$ cat config.mk
export PLATFORM = sky130hd
export DESIGN_NAME = exbus_rd_seq
export DESIGN_NICKNAME = d
export VERILOG_FILES = /design/src/rtl/exbus_rd_pkg.sv /design/src/rtl/exbus_rd_ctrl.sv /design/src/rtl/exbus_rd_dpath.sv /design/src/rtl/exbus_rd_seq.sv
export SDC_FILE = /design/constraint.sdc
export NUM_CORES = 1
export LEC_CHECK = 0
export ABC_CLOCK_PERIOD_IN_PS = 2850
export CORE_MARGIN = 2
export CORE_UTILIZATION = 48
export DETAILED_ROUTE_END_ITERATION = 7
export GPL_ROUTABILITY_DRIVEN = 0
export PLACE_DENSITY = 0.8
export SLEW_MARGIN = 20
export SYNTH_ARGS = -nofsm -noshare
export SYNTH_HDL_FRONTEND = slang
export SYNTH_SLANG_ARGS = --single-unit
$ cat constraint.sdc
create_clock -name clk -period 2.85 [get_ports clk]
set_clock_uncertainty 0.2 [all_clocks]
set_input_delay 0.57 -clock clk [delete_from_list [all_inputs] [get_ports clk]]
set_output_delay 0.57 -clock clk [all_outputs]
set_load 0.005 [all_outputs]
$ cat src/rtl/exbus_rd_pkg.sv
package exbus_rd_pkg;

  typedef enum logic [1:0] {
    SZ_BYTE = 2'd0,
    SZ_HALF = 2'd1,
    SZ_WORD = 2'd2,
    SZ_RSVD = 2'd3
  } accSize_e;

  // strobes from control to datapath
  typedef struct packed {
    logic load;       // latch request fields
    logic capture;    // strobe rising at this edge
    logic captureHi;  // capture goes to the high half
    logic finish;     // last clock of the access
    logic active;     // a bus cycle is running
    logic secondCyc;  // second cycle of a word access
  } seqStrobe_t;

endpackage

$ cat src/rtl/exbus_rd_ctrl.sv
module exbus_rd_ctrl
  import exbus_rd_pkg::*;
#(
  parameter int NUM_CS = 6,
  parameter int REG_W  = $clog2(NUM_CS)
) (
  input  logic             clk,
  input  logic             rstN,
  input  logic             reqValid,
  input  logic [1:0]       reqAddrLow,
  input  logic [1:0]       reqSize,
  input  logic [REG_W-1:0] reqRegion,
  output seqStrobe_t       strb,
  output logic             busClk,
  output logic             busRdN,
  output logic             busy,
  output logic             done,
  output logic             err
);

  localparam logic [1:0] SUB_LAST = 2'd3;
  localparam logic [1:0] SUB_CAP  = 2'd2;

  logic       activeQ;
  logic [1:0] subQ;
  logic       secondQ;
  logic       wordQ;
  logic       doneQ;
  logic       errQ;
  logic       reqBad;
  logic       accept;
  logic       lastCyc;

  always_comb begin
    reqBad = 1'b0;
    case (reqSize)
      SZ_WORD: reqBad = (reqAddrLow != 2'b00);
      SZ_HALF: reqBad = reqAddrLow[0];
      SZ_BYTE: reqBad = 1'b0;
      default: reqBad = 1'b1;
    endcase
    if (int'(reqRegion) >= NUM_CS) reqBad = 1'b1;
  end

  assign accept  = reqValid && !activeQ;
  assign lastCyc = !wordQ || secondQ;

  always_ff @(posedge clk or negedge rstN) begin
    if (!rstN) begin
      activeQ <= 1'b0;
      subQ    <= 2'd0;
      secondQ <= 1'b0;
      wordQ   <= 1'b0;
      doneQ   <= 1'b0;
      errQ    <= 1'b0;
    end else begin
      doneQ <= 1'b0;
      errQ  <= 1'b0;
      if (activeQ) begin
        subQ <= subQ + 2'd1;
        if (subQ == SUB_LAST) begin
          if (lastCyc) begin
            activeQ <= 1'b0;
            doneQ   <= 1'b1;
          end else begin
            secondQ <= 1'b1;
          end
        end
      end else if (accept) begin
        if (reqBad) begin
          errQ <= 1'b1;
        end else begin
          activeQ <= 1'b1;
          subQ    <= 2'd0;
          secondQ <= 1'b0;
          wordQ   <= (reqSize == SZ_WORD);
        end
      end
    end
  end

  always_comb begin
    strb.load      = accept && !reqBad;
    strb.capture   = activeQ && (subQ == SUB_CAP);
    strb.captureHi = activeQ && (subQ == SUB_CAP) && wordQ && !secondQ;
    strb.finish    = activeQ && (subQ == SUB_LAST) && lastCyc;
    strb.active    = activeQ;
    strb.secondCyc = secondQ;
  end

  // bus clock high in the first half of each phase
  assign busClk = !activeQ || !subQ[0];
  assign busRdN = !(activeQ && (subQ == 2'd1 || subQ == 2'd2));
  assign busy   = activeQ;
  assign done   = doneQ;
  assign err    = errQ;

endmodule

$ cat src/rtl/exbus_rd_dpath.sv
module exbus_rd_dpath
  import exbus_rd_pkg::*;
#(
  parameter int ADDR_W = 25,
  parameter int NUM_CS = 6,
  parameter int HALF_W = 16,
  parameter int REG_W  = $clog2(NUM_CS)
) (
  input  logic              clk,
  input  logic              rstN,
  input  seqStrobe_t        strb,
  input  logic [ADDR_W-1:0] reqAddr,
  input  logic [1:0]        reqSize,
  input  logic [REG_W-1:0]  reqRegion,
  input  logic [HALF_W-1:0] busData,
  output logic [ADDR_W-1:0] busAddr,
  output logic [NUM_CS-1:0] busCsN,
  output logic [2*HALF_W-1:0] rdData
);

  localparam int RES_W = 2 * HALF_W;

  logic [ADDR_W-1:0] addrQ;
  logic [1:0]        sizeQ;
  logic [REG_W-1:0]  regionQ;
  logic [HALF_W-1:0] hiQ;
  logic [HALF_W-1:0] loQ;
  logic [RES_W-1:0]  resQ;
  logic [RES_W-1:0]  assembled;
  logic [ADDR_W-1:0] curAddr;

  always_ff @(posedge clk or negedge rstN) begin
    if (!rstN) begin
      addrQ   <= '0;
      sizeQ   <= 2'd0;
      regionQ <= '0;
      hiQ     <= '0;
      loQ     <= '0;
      resQ    <= '0;
    end else begin
      if (strb.load) begin
        addrQ   <= reqAddr;
        sizeQ   <= reqSize;
        regionQ <= reqRegion;
      end
      if (strb.capture) begin
        if (strb.captureHi) hiQ <= busData;
        else                loQ <= busData;
      end
      if (strb.finish) resQ <= assembled;
    end
  end

  always_comb begin
    case (sizeQ)
      SZ_WORD: assembled = {hiQ, loQ};
      SZ_HALF: assembled = {{HALF_W{1'b0}}, loQ};
      default: assembled = {{(RES_W-8){1'b0}},
                            addrQ[0] ? loQ[7:0] : loQ[HALF_W-1:HALF_W-8]};
    endcase
  end

  always_comb begin
    case (sizeQ)
      SZ_WORD: curAddr = {addrQ[ADDR_W-1:2], strb.secondCyc, 1'b0};
      SZ_HALF: curAddr = {addrQ[ADDR_W-1:1], 1'b0};
      default: curAddr = addrQ;
    endcase
  end

  assign busAddr = strb.active ? curAddr : '0;
  assign rdData  = resQ;

  for (genvar i = 0; i < NUM_CS; i++) begin : g_cs
    assign busCsN[i] = !(strb.active && (regionQ == REG_W'(i)));
  end

endmodule

$ cat src/rtl/exbus_rd_seq.sv
module exbus_rd_seq
  import exbus_rd_pkg::*;
#(
  parameter int ADDR_W = 25,
  parameter int NUM_CS = 6,
  parameter int REG_W  = $clog2(NUM_CS)
) (
  input  logic              clk,
  input  logic              rstN,
  input  logic              reqValid,
  input  logic [ADDR_W-1:0] reqAddr,
  input  logic [1:0]        reqSize,
  input  logic [REG_W-1:0]  reqRegion,
  output logic              busy,
  output logic              done,
  output logic              err,
  output logic [31:0]       rdData,
  output logic              busClk,
  output logic [ADDR_W-1:0] busAddr,
  output logic [NUM_CS-1:0] busCsN,
  output logic              busRdN,
  output logic [1:0]        busWrN,
  input  logic [15:0]       busData
);

  localparam int HALF_W = 16;

  seqStrobe_t strb;

  exbus_rd_ctrl #(.NUM_CS(NUM_CS), .REG_W(REG_W)) ctrl_i (
    .clk(clk), .rstN(rstN), .reqValid(reqValid),
    .reqAddrLow(reqAddr[1:0]), .reqSize(reqSize), .reqRegion(reqRegion),
    .strb(strb), .busClk(busClk), .busRdN(busRdN),
    .busy(busy), .done(done), .err(err)
  );

  exbus_rd_dpath #(.ADDR_W(ADDR_W), .NUM_CS(NUM_CS), .HALF_W(HALF_W),
                   .REG_W(REG_W)) dpath_i (
    .clk(clk), .rstN(rstN), .strb(strb), .reqAddr(reqAddr),
    .reqSize(reqSize), .reqRegion(reqRegion), .busData(busData),
    .busAddr(busAddr), .busCsN(busCsN), .rdData(rdData)
  );

  assign busWrN = 2'b11;

endmodule

==> impl_metrics.yaml, run 1 <==
status:
  status: "finished clean"
place:
  post-place-ws_ns: 0.330
  placed_area_mm2: 0.00560
  io_buffers: 116
  dpl.hpwl_um: 6970
timing:
  worst_slack_ns: 0.115
  finalHoldViolations: 0
  setup_violations: 0
  layout_min_cycle_time_ns: 2.74
  worst_pin_slew_ns: 0.707
  fin_crit_sh: 0.960
  fmax_ghz: 0.366
  rsz0062_at_grt: "false"
  drv_slew: 0
  maxSlewHeadroom: 0.528
  tns_ns: 0
synthesis:
  synth_area_mm2: 0.00439
  yosysWarningCount: 0
  syn_avg_cell_area_um2: 12.5
  synthDominantCellAreaShare: 0.576
  yosysUniqueCellTypes: 36
  syn-instance-count: 351
  yosysTopAreaCell: "dfrtp_1"
  synthTopCellsByArea: "dfrtp_1, mux2_2, o21ai_0, and2_1, mux2_4"
  ys_seq_area_frac: 0.576
  ys_ff_latch: 101
worst_setup_path:
  crit_chain: "inv_2, ha_4, nor2b_4, nand2_1, a21oi_2, clkdlybuf4s50_1"
  cp-end-kind: "output pin"
  startpoint_type: "register"
  critPathSlowestCell: "clkdlybuf4s50_1"
  cp.required_ns: 2.08
  path_depth: 6
  rrSetupSlack_ns: 0.48
  path_buf_inv: 2
  critPathKind: "register to output pin"
  slowest_delay_ns: 0.51
  critPathArrivalTime_ns: 1.97
  critPathTopFamily: "buffers and inverters"
  reg2reg_depth: 5
  critical_path_peak_fanout: 7
global_routing:
  grt_antenna_before_repair: 0
  track_usage: 0.211
  grt.overflow.total: 0
  grt_pass1_vias: 3248
  grt_pass1_wl_um: 16200
  grt_max_degree: 70
cts:
  cts_tree: "built"
  h-tree-depth: 3
  cts.reportedPaths.clkPinSlew_ns: 0.09
  cts_made_buffers: 9
  cts_root_buf: "clkbuf_8"
  clk_latency_ns: 0.37
  clkSinkCount: 101
  cts_buffer_depth: 2
layout:
  syn2layout_area_growth_pct: 32.7
  layout_common_cells: "clkdlybuf4s50_1, dfrtp_1, mux2_2, o21ai_0, nand2_1"
  antenna_cells: 0
  final_common_cell: "clkdlybuf4s50_1"
  nNetsFinal: 517
  drive_gt1_frac: 0.207
  final_util: 0.661
  fin_area_mm2: 0.00582
power:
  combinationalPowerShare: 0.464
  power.total_uw: 6280
  swShare: 0.338
  p_per_area_mw_per_mm2: 1080
  clockPowerShare: 0.134
  p_switching_uw: 2120
  intPower_uw: 4160
  sequentialPowerShare: 0.402
  p_leak_uw: 0.00245
  peakVddDrop_mv: 0.565
floorplanning:
  pin_count: 119
  dieArea_mm2: 0.00992
  start_util: 0.498
  std_cell_rows: 34
  die_w_um: 99.6
  fp.dieH_um: 99.6
  core_area_mm2: 0.00881
worst_hold_path:
  hold_class: "register to register"
  whs_path_depth: 1
job:
  maxCapViolations: 0
routing:
  dr.pass1.iters: 4
  wl_um: 9960
  via_per_inst: 5.43
  wl_per_cell_um: 17.3
  dr_total_vias: 3132
  drtAntennaViolNets: 0
  drc: 0
  first_iter_violations: 151
sequential cells by signal, summed over array words and instances, names as in the netlist:
register	flops
ctrl_i.wordQ	1
dpath_i.hiQ	16
dpath_i.sizeQ	2
ctrl_i.done	1
dpath_i.rdData	32
dpath_i.addrQ	25
dpath_i.loQ	16
ctrl_i.subQ	2
ctrl_i.secondQ	1
ctrl_i.busy	1
ctrl_i.err	1
dpath_i.regionQ	3
stage by stage:
step / hold slack (ns) / cells
floorplan: 0.0744 / 352
global placement: 0.280 / 559
detailed placement: 0.286 / 559
CTS: 0.309 / 576
global route: 0.324 / 577
finish: 0.307 / 577
routing by layer:
metal	vias to the layer above	wire length, µm	global-route usage
li1	1439	-	-
met3	19	497	0.0443
met2	95	4740	0.335
met4	0	207	0.0685
met1	1579	4510	0.291
met5	-	0	0
logic make-up after synthesis:
| family | count (synthesis) | synth area share |
|---|---|---|
| adders and majority gates | 4 | 0.0114 |
| xor gates and xnor gates | 1 | 0.00200 |
| AOI/OAI and AO/OA | 66 | 0.0913 |
| DFF | 101 | 0.576 |
| other | 1 | 0.000855 |
| muxes | 63 | 0.170 |
| buffers and inverters | 29 | 0.0414 |
| and+or+nand+nor | 86 | 0.106 |
power by group through the flow:
stage / registers [µW] / clock network, µW / logic (µW)
2_1_floorplan: 2440 / 0 / 1600
3_3_place_gp: 2510 / 0 / 2780
3_5_place_dp: 2550 / 0 / 2850
4_1_cts: 2520 / 869 / 2880
5_1_grt: 2620 / 930 / 3170
6_report: 2520 / 843 / 2910
cells in the mapped netlist:
| cell | instances |
|---|---|
| nand3_2 | 1 |
| o21a_1 | 1 |
| nand2b_1 | 3 |
| nand2_1 | 32 |
| or3_1 | 1 |
| buf_6 | 7 |
| buf_4 | 4 |
| nor2b_1 | 4 |
| nor4_4 | 1 |
| nor2_1 | 3 |
| a22o_1 | 8 |
| nor3_2 | 1 |
| a21oi_1 | 12 |
| dfrtp_1 | 101 |
| ha_1 | 4 |
| conb_1 | 1 |
| o2111ai_4 | 1 |
| xor2_1 | 1 |
| inv_2 | 1 |
| mux2_2 | 53 |
| nand3b_1 | 1 |
| clkbuf_1 | 6 |
| inv_1 | 4 |
| nand3_1 | 11 |
| a31oi_1 | 9 |
| and3_4 | 1 |
| a21boi_0 | 1 |
| and3_1 | 1 |
| clkbuf_2 | 2 |
| mux2_4 | 10 |
| and2_1 | 25 |
| o211ai_1 | 1 |
| nor3b_1 | 1 |
| buf_2 | 2 |
| buf_1 | 3 |
| o21ai_0 | 33 |
worst reg2reg max path, stage by stage (launching register included):
cell and delay [ns]:
dfrtp_1 0.42, ha_1 0.18, and2_1 0.39, nand2_1 0.54, inv_2 0.38, a31oi_1 0.14
final timing paths:
path / startpoint / endpoint
worst max register to register: ctrl_i.subQ[0] / dpath_i.rdData[5]
min in group asynchronous: rstN / dpath_i.hiQ[7]
worst max-delay path: dpath_i.sizeQ[0] / busAddr[1]
worst min-delay path: dpath_i.addrQ[5] / dpath_i.addrQ[5]
max in group asynchronous: rstN / dpath_i.addrQ[5]
worst min register to register: dpath_i.addrQ[5] / dpath_i.addrQ[5]
final cells by class:
| class | count | area, µm² |
|---|---|---|
| timing repair buffer | 125 | 1250 |
| tap | 108 | 135 |
| inverter | 5 | 18.8 |
| clock inverter | 6 | 52.6 |
| clock buffer | 10 | 128 |
| sequential | 101 | 2530 |
| multi-input combinational | 222 | 1700 |
| fill | 661 | 2990 |
what timing repair did:
item | 4_1_cts | 5_1_grt
hold buffers | 1 | 0
setup buffers | 0 | 1
resized for setup | 3 | 3
hold endpoints to repair | 32 | 0
endpoints found under the setup margin | 1 | 1
(Power assumes the default switching activity.)
==> inputs of run 2 (changes only) <==
--- a/config.mk
+++ b/config.mk
@@ -5,12 +5,12 @@
 export SDC_FILE = /design/constraint.sdc
 export NUM_CORES = 1
 export LEC_CHECK = 0
-export ABC_CLOCK_PERIOD_IN_PS = 2850
+export ABC_CLOCK_PERIOD_IN_PS = 3500
 export CORE_MARGIN = 2
-export CORE_UTILIZATION = 48
+export CORE_UTILIZATION = 52
 export DETAILED_ROUTE_END_ITERATION = 7
 export GPL_ROUTABILITY_DRIVEN = 0
-export PLACE_DENSITY = 0.8
+export PLACE_DENSITY = 0.85
 export SLEW_MARGIN = 20
 export SYNTH_ARGS = -nofsm -noshare
 export SYNTH_HDL_FRONTEND = slang
==> constraint.sdc (replaced) <==
create_clock -name clk -period 3.5 [get_ports clk]
set_clock_uncertainty 0.2 [all_clocks]
set_input_delay 0.525 -clock clk [delete_from_list [all_inputs] [get_ports clk]]
set_output_delay 0.525 -clock clk [all_outputs]
set_load 0.005 [all_outputs]
==> run 2 against run 1 <==
Combinational power is 21% lower; setup slack better by 0.43 ns; hold slack worse by 0.31 ns; largest cell class unchanged; critical path depth stayed put; routed wire length is 3.2% higher; core utilization is 4.1 points higher; first-iteration DRC count is 14% higher; non-clock buffer count is 4 lower; the flow now finishes with violations (hold timing); sequential share of layout area is 0.60 points higher; clock power is 16% lower; total power is 19% lower.
==> impl_metrics.yaml, run 2 (synthesis gave the netlist of run 1 again) <==
routing:
  wl_um: 10300
  wl_per_cell_um: 18.0
  dr_total_vias: 3183
  first_iter_violations: 172
  via_per_inst: 5.58
  drc: 0
  dr.pass1.iters: 4
  drtAntennaViolNets: 0
worst_setup_path:
  startpoint_type: "register"
  critical_path_peak_fanout: 7
  critPathArrivalTime_ns: 2.23
  cp.required_ns: 2.77
  critPathKind: "register to output pin"
  cp-end-kind: "output pin"
layout:
  syn2layout_area_growth_pct: 30.9
  drive_gt1_frac: 0.194
  final_common_cell: "clkdlybuf4s50_1"
  fill_cells: 599
  seqCellArea_mm2: 0.00253
  antenna_cells: 0
  nNetsFinal: 513
  fin_area_mm2: 0.00574
  layout_common_cells: "clkdlybuf4s50_1, dfrtp_1, mux2_2, o21ai_0, nand2_1"
  multi_input_area_mm2: 0.00168
  largest_reg_flops: 32
status:
  status: "finished, violations left"
  violations: "hold timing"
cts:
  h-tree-depth: 3
  cts.repair.resized: 0
  cts_hold_buf: 0
  cts_tree: "built"
  cts_made_buffers: 9
  clk_latency_ns: 0.37
  cts.reportedPaths.clkPinSlew_ns: 0.10
  cts_setup_buffers: 0
  clkSinkCount: 101
  cts_root_buf: "clkbuf_8"
  cts_buffer_depth: 2
timing:
  rsz0062_at_grt: "false"
  fin_crit_sh: 0.843
  finalHoldViolations: 2
  fmax_ghz: 0.339
  tns_ns: 0
  maxSlewHeadroom: 0.324
  layout_min_cycle_time_ns: 2.95
  worst_pin_slew_ns: 1.01
  drv_slew: 0
  whs_ns: -0.00218
  setup_violations: 0
floorplanning:
  core_area_mm2: 0.00818
  pin_count: 119
  fp.dieH_um: 95.8
  dieArea_mm2: 0.00918
  die_w_um: 95.8
  std_cell_rows: 33
  start_util: 0.536
global_routing:
  grt.overflow.total: 0
  grt_pass1_wl_um: 16900
  track_usage: 0.243
  grt_antenna_before_repair: 0
  grt_max_degree: 58
  grt_pass1_vias: 3390
power:
  p_leak_uw: 0.00243
  p_per_area_mw_per_mm2: 887
  peakVddDrop_mv: 0.470
place:
  placed_area_mm2: 0.00555
  dpl.hpwl_um: 7330
  io_buffers: 116
job:
  maxCapViolations: 0
worst_hold_path:
  hold_class: "input port to async pin"
-- run 2: cell types whose count changed in the layout (fill, tap and decap cells not counted), moves of 2 or more --
cell        delta
buf_12         -2
clkbuf_8       +2
clkinv_4       +2
clkinvlp_4     -2
inv_6          -2
-- run 2: worst paths after layout --
path	from	to	slack (ns)	cells after the start
max	dpath_i.sizeQ[0]	busAddr[1]	0.55	6
min	rstN	dpath_i.sizeQ[1]	-0.002	1
max reg2reg	ctrl_i.subQ[0]	dpath_i.rdData[3]	1.01	5
min reg2reg	dpath_i.addrQ[6]	dpath_i.addrQ[6]	0.31	1
max in group asynchronous	rstN	dpath_i.hiQ[1]	2.30	2
min in group clk	dpath_i.addrQ[6]	dpath_i.addrQ[6]	0.31	1
-- run 2: metal layers --
metal / vias up / GRT usage / share of wire
met5: - / 0 / 0
met4: 0 / 0.104 / 0.019
met3: 18 / 0.0634 / 0.077
met2: 140 / 0.379 / 0.49
met1: 1594 / 0.322 / 0.42
li1: 1431 / - / -
-- run 2: critical path, cell delays in order, from the launching register on --
cell and delay, ns:
dfrtp_1 0.41, inv_1 0.06, ha_1 0.40, nor2b_1 0.20
nand2_1 0.07, a21oi_1 0.16, clkdlybuf4s50_1 0.55
-- run 2: through the flow --
step	total power [µW]	hold WS, ns	utilization	instances	setup slack [ns]
2_1_floorplan	3290	0.0294	-	352	1.25
3_3_place_gp	4270	0.281	0.679	554	0.767
3_5_place_dp	4400	0.291	0.679	554	0.684
4_1_cts	5110	0.0311	0.702	570	0.551
5_1_grt	5430	0.0600	0.702	570	0.393
6_report	5090	-0.00218	0.702	570	0.549
-- run 2: report_power, final --
part | leakage [µW] | internal, µW | switching [µW]
registers | 0.00124 | 1720 | 359
logic | 0.00109 | 1340 | 966
clock network | 0.0000969 | 302 | 404
total | 0.00243 | 3360 | 1730
-- run 2: area by class of cell --
type | instances | area share
timing repair buffer | 121 | 0.208
multi-input combinational | 222 | 0.293
clock inverter | 4 | 0.00545
tap | 105 | 0.0229
inverter | 5 | 0.00327
clock buffer | 12 | 0.0270
sequential | 101 | 0.440
==> inputs of run 3 (changes only) <==
--- a/config.mk
+++ b/config.mk
@@ -5,12 +5,12 @@
 export SDC_FILE = /design/constraint.sdc
 export NUM_CORES = 1
 export LEC_CHECK = 0
-export ABC_CLOCK_PERIOD_IN_PS = 3500
+export ABC_CLOCK_PERIOD_IN_PS = 2800
 export CORE_MARGIN = 2
-export CORE_UTILIZATION = 52
+export CORE_UTILIZATION = 48
 export DETAILED_ROUTE_END_ITERATION = 7
 export GPL_ROUTABILITY_DRIVEN = 0
-export PLACE_DENSITY = 0.85
+export PLACE_DENSITY = 0.8
 export SLEW_MARGIN = 20
 export SYNTH_ARGS = -nofsm -noshare
 export SYNTH_HDL_FRONTEND = slang
==> constraint.sdc (replaced) <==
create_clock -name clk -period 2.8 [get_ports clk]
set_clock_uncertainty 0.2 [all_clocks]
set_input_delay 0.42 -clock clk [delete_from_list [all_inputs] [get_ports clk]]
set_output_delay 0.42 -clock clk [all_outputs]
set_load 0.005 [all_outputs]
==> run 3 against run 2 <==
The run now ends clean; combinational power up 27%; routed wire length decreased by 2.2%; clock power grew 43%; hold slack improved by 0.31 ns; global-route usage is 3.0 points lower; die area is 8.0% higher; core utilization shrank 3.8 points; critical path depth unchanged; total power is 27% higher; non-clock buffer count is 5 higher; register-to-register slack got worse by 0.42 ns; via count is 1.5% lower; critical endpoint unchanged.
==> impl_metrics.yaml, run 3 (synthesis gave the netlist of run 1 again) <==
cts:
  cts_root_buf: "clkbuf_8"
  clkSinkCount: 101
  cts_buffer_depth: 2
  clk_latency_ns: 0.37
  cts_setup_buffers: 0
  cts_tree: "built"
  h-tree-depth: 3
  cts.reportedPaths.clkPinSlew_ns: 0.10
  cts_made_buffers: 9
routing:
  first_iter_violations: 135
  wl_um: 10100
  drtAntennaViolNets: 0
  wl_per_cell_um: 17.4
  dr_total_vias: 3134
  dr.pass1.iters: 4
  drc: 0
  via_per_inst: 5.42
global_routing:
  grt.overflow.total: 0
  grt_max_degree: 52
  grt_antenna_before_repair: 0
  grt_pass1_vias: 3297
  grt_pass1_wl_um: 16500
  track_usage: 0.212
worst_setup_path:
  critPathKind: "register to output pin"
  startpoint: "dpath_i.sizeQ[0]"
  cp-end-kind: "output pin"
  r2r_end: "dpath_i.rdData[13]"
  rrSetupSlack_ns: 0.59
  critPathArrivalTime_ns: 2.06
  crit_path_end: "busAddr[1]"
  reg2reg_depth: 5
  startpoint_type: "register"
  cp.required_ns: 2.18
  r2r_start: "ctrl_i.subQ[0]"
  critical_path_peak_fanout: 7
status:
  status: "finished clean"
place:
  post-place-ws_ns: 0.469
  io_buffers: 116
  dpl.hpwl_um: 7170
timing:
  setup_violations: 0
  maxSlewHeadroom: 0.600
  fmax_ghz: 0.373
  layout_min_cycle_time_ns: 2.68
  fin_crit_sh: 0.959
  drv_slew: 0
  finalHoldViolations: 0
  whs_ns: 0.306
  worst_slack_ns: 0.116
  worst_pin_slew_ns: 0.599
layout:
  drive_gt1_frac: 0.206
  largest_reg_flops: 32
  layout_common_cells: "clkdlybuf4s50_1, dfrtp_1, mux2_2, o21ai_0, nand2_1"
  antenna_cells: 0
  final_common_cell: "clkdlybuf4s50_1"
  nNetsFinal: 518
  syn2layout_area_growth_pct: 33.3
floorplanning:
  die_w_um: 99.6
  start_util: 0.498
  pin_count: 119
  fp.dieH_um: 99.6
  core_area_mm2: 0.00881
  std_cell_rows: 34
  dieArea_mm2: 0.00992
job:
  maxCapViolations: 0
power:
  p_leak_uw: 0.00247
  peakVddDrop_mv: 0.535
  p_per_area_mw_per_mm2: 1110
  power.total_uw: 6490
worst_hold_path:
  hold_class: "register to register"
run 3: cell types whose count changed in the layout (fill, tap and decap cells not counted), sizes merged:
cell | before | now
inv | 6 | 11
buf | 6 | 10
clkbuf | 12 | 9
clkinv | 3 | 0
bufinv | 0 | 1
dlygate4sd3 | 0 | 1
run 3: through the flow:
| step | util | cells | instance area [µm²] | TNS, ns |
|---|---|---|---|---|
| CTS | 0.663 | 578 | 5840 | 0 |
| global route | 0.664 | 578 | 5850 | -0.00818 |
| floorplan | - | 352 | 4390 | 0 |
| finish | 0.664 | 578 | 5850 | 0 |
| global placement | 0.637 | 561 | 5610 | 0 |
| detailed placement | 0.637 | 561 | 5610 | 0 |
run 3: how the worst min path moves through the flow:
stage	start	endpoint	slack, ns	cells after the start
final	dpath_i.addrQ[6]	dpath_i.addrQ[6]	0.31	1
after global placement	rstN	dpath_i.hiQ[14]	0.19	1
after global routing	dpath_i.addrQ[7]	dpath_i.addrQ[7]	0.32	1
after detailed placement	rstN	dpath_i.hiQ[14]	0.19	1
after floorplan	rstN	ctrl_i.busy	-0.08	0
after CTS	dpath_i.addrQ[6]	dpath_i.addrQ[6]	0.31	1
run 3: timing repair:
| item | 4_1_cts | 5_1_grt |
|---|---|---|
| hold buffers | 1 | 0 |
| hold endpoints to repair | 31 | 0 |
| resized for setup | 0 | 2 |
| setup endpoints to repair | 0 | 1 |
run 3: power breakdown:
group | switching [µW] | leakage [µW] | total [µW] | internal (µW)
clock network | 558 | 0.000112 | 1010 | 448
logic | 1220 | 0.00112 | 2930 | 1710
registers | 405 | 0.00124 | 2560 | 2150
run 3: area by class of cell:
| type | instances | area [µm²] |
|---|---|---|
| clock buffer | 9 | 124 |
| sequential | 101 | 2530 |
| inverter | 5 | 18.8 |
| timing repair buffer | 126 | 1260 |
| tap | 108 | 135 |
| fill | 669 | 2960 |
| multi-input combinational | 222 | 1690 |
| clock inverter | 7 | 95.1 |
run 3: worst max-delay path, stage by stage, from the launching register on:
cell and delay, ns:
dfrtp_1 0.40, inv_1 0.07, ha_2 0.31, nor2b_2 0.15, nand2_1 0.07, a21oi_1 0.18, clkdlybuf4s50_1 0.53
run 3: metal layers:
layer / vias to the layer above / wire length [µm] / share of wire / track usage
li1: 1441 / - / - / -
met1: 1587 / 4360 / 0.43 / 0.287
met2: 86 / 4950 / 0.49 / 0.338
met3: 20 / 511 / 0.051 / 0.0457
met4: 0 / 224 / 0.022 / 0.0811
met5: - / 0 / 0 / 0
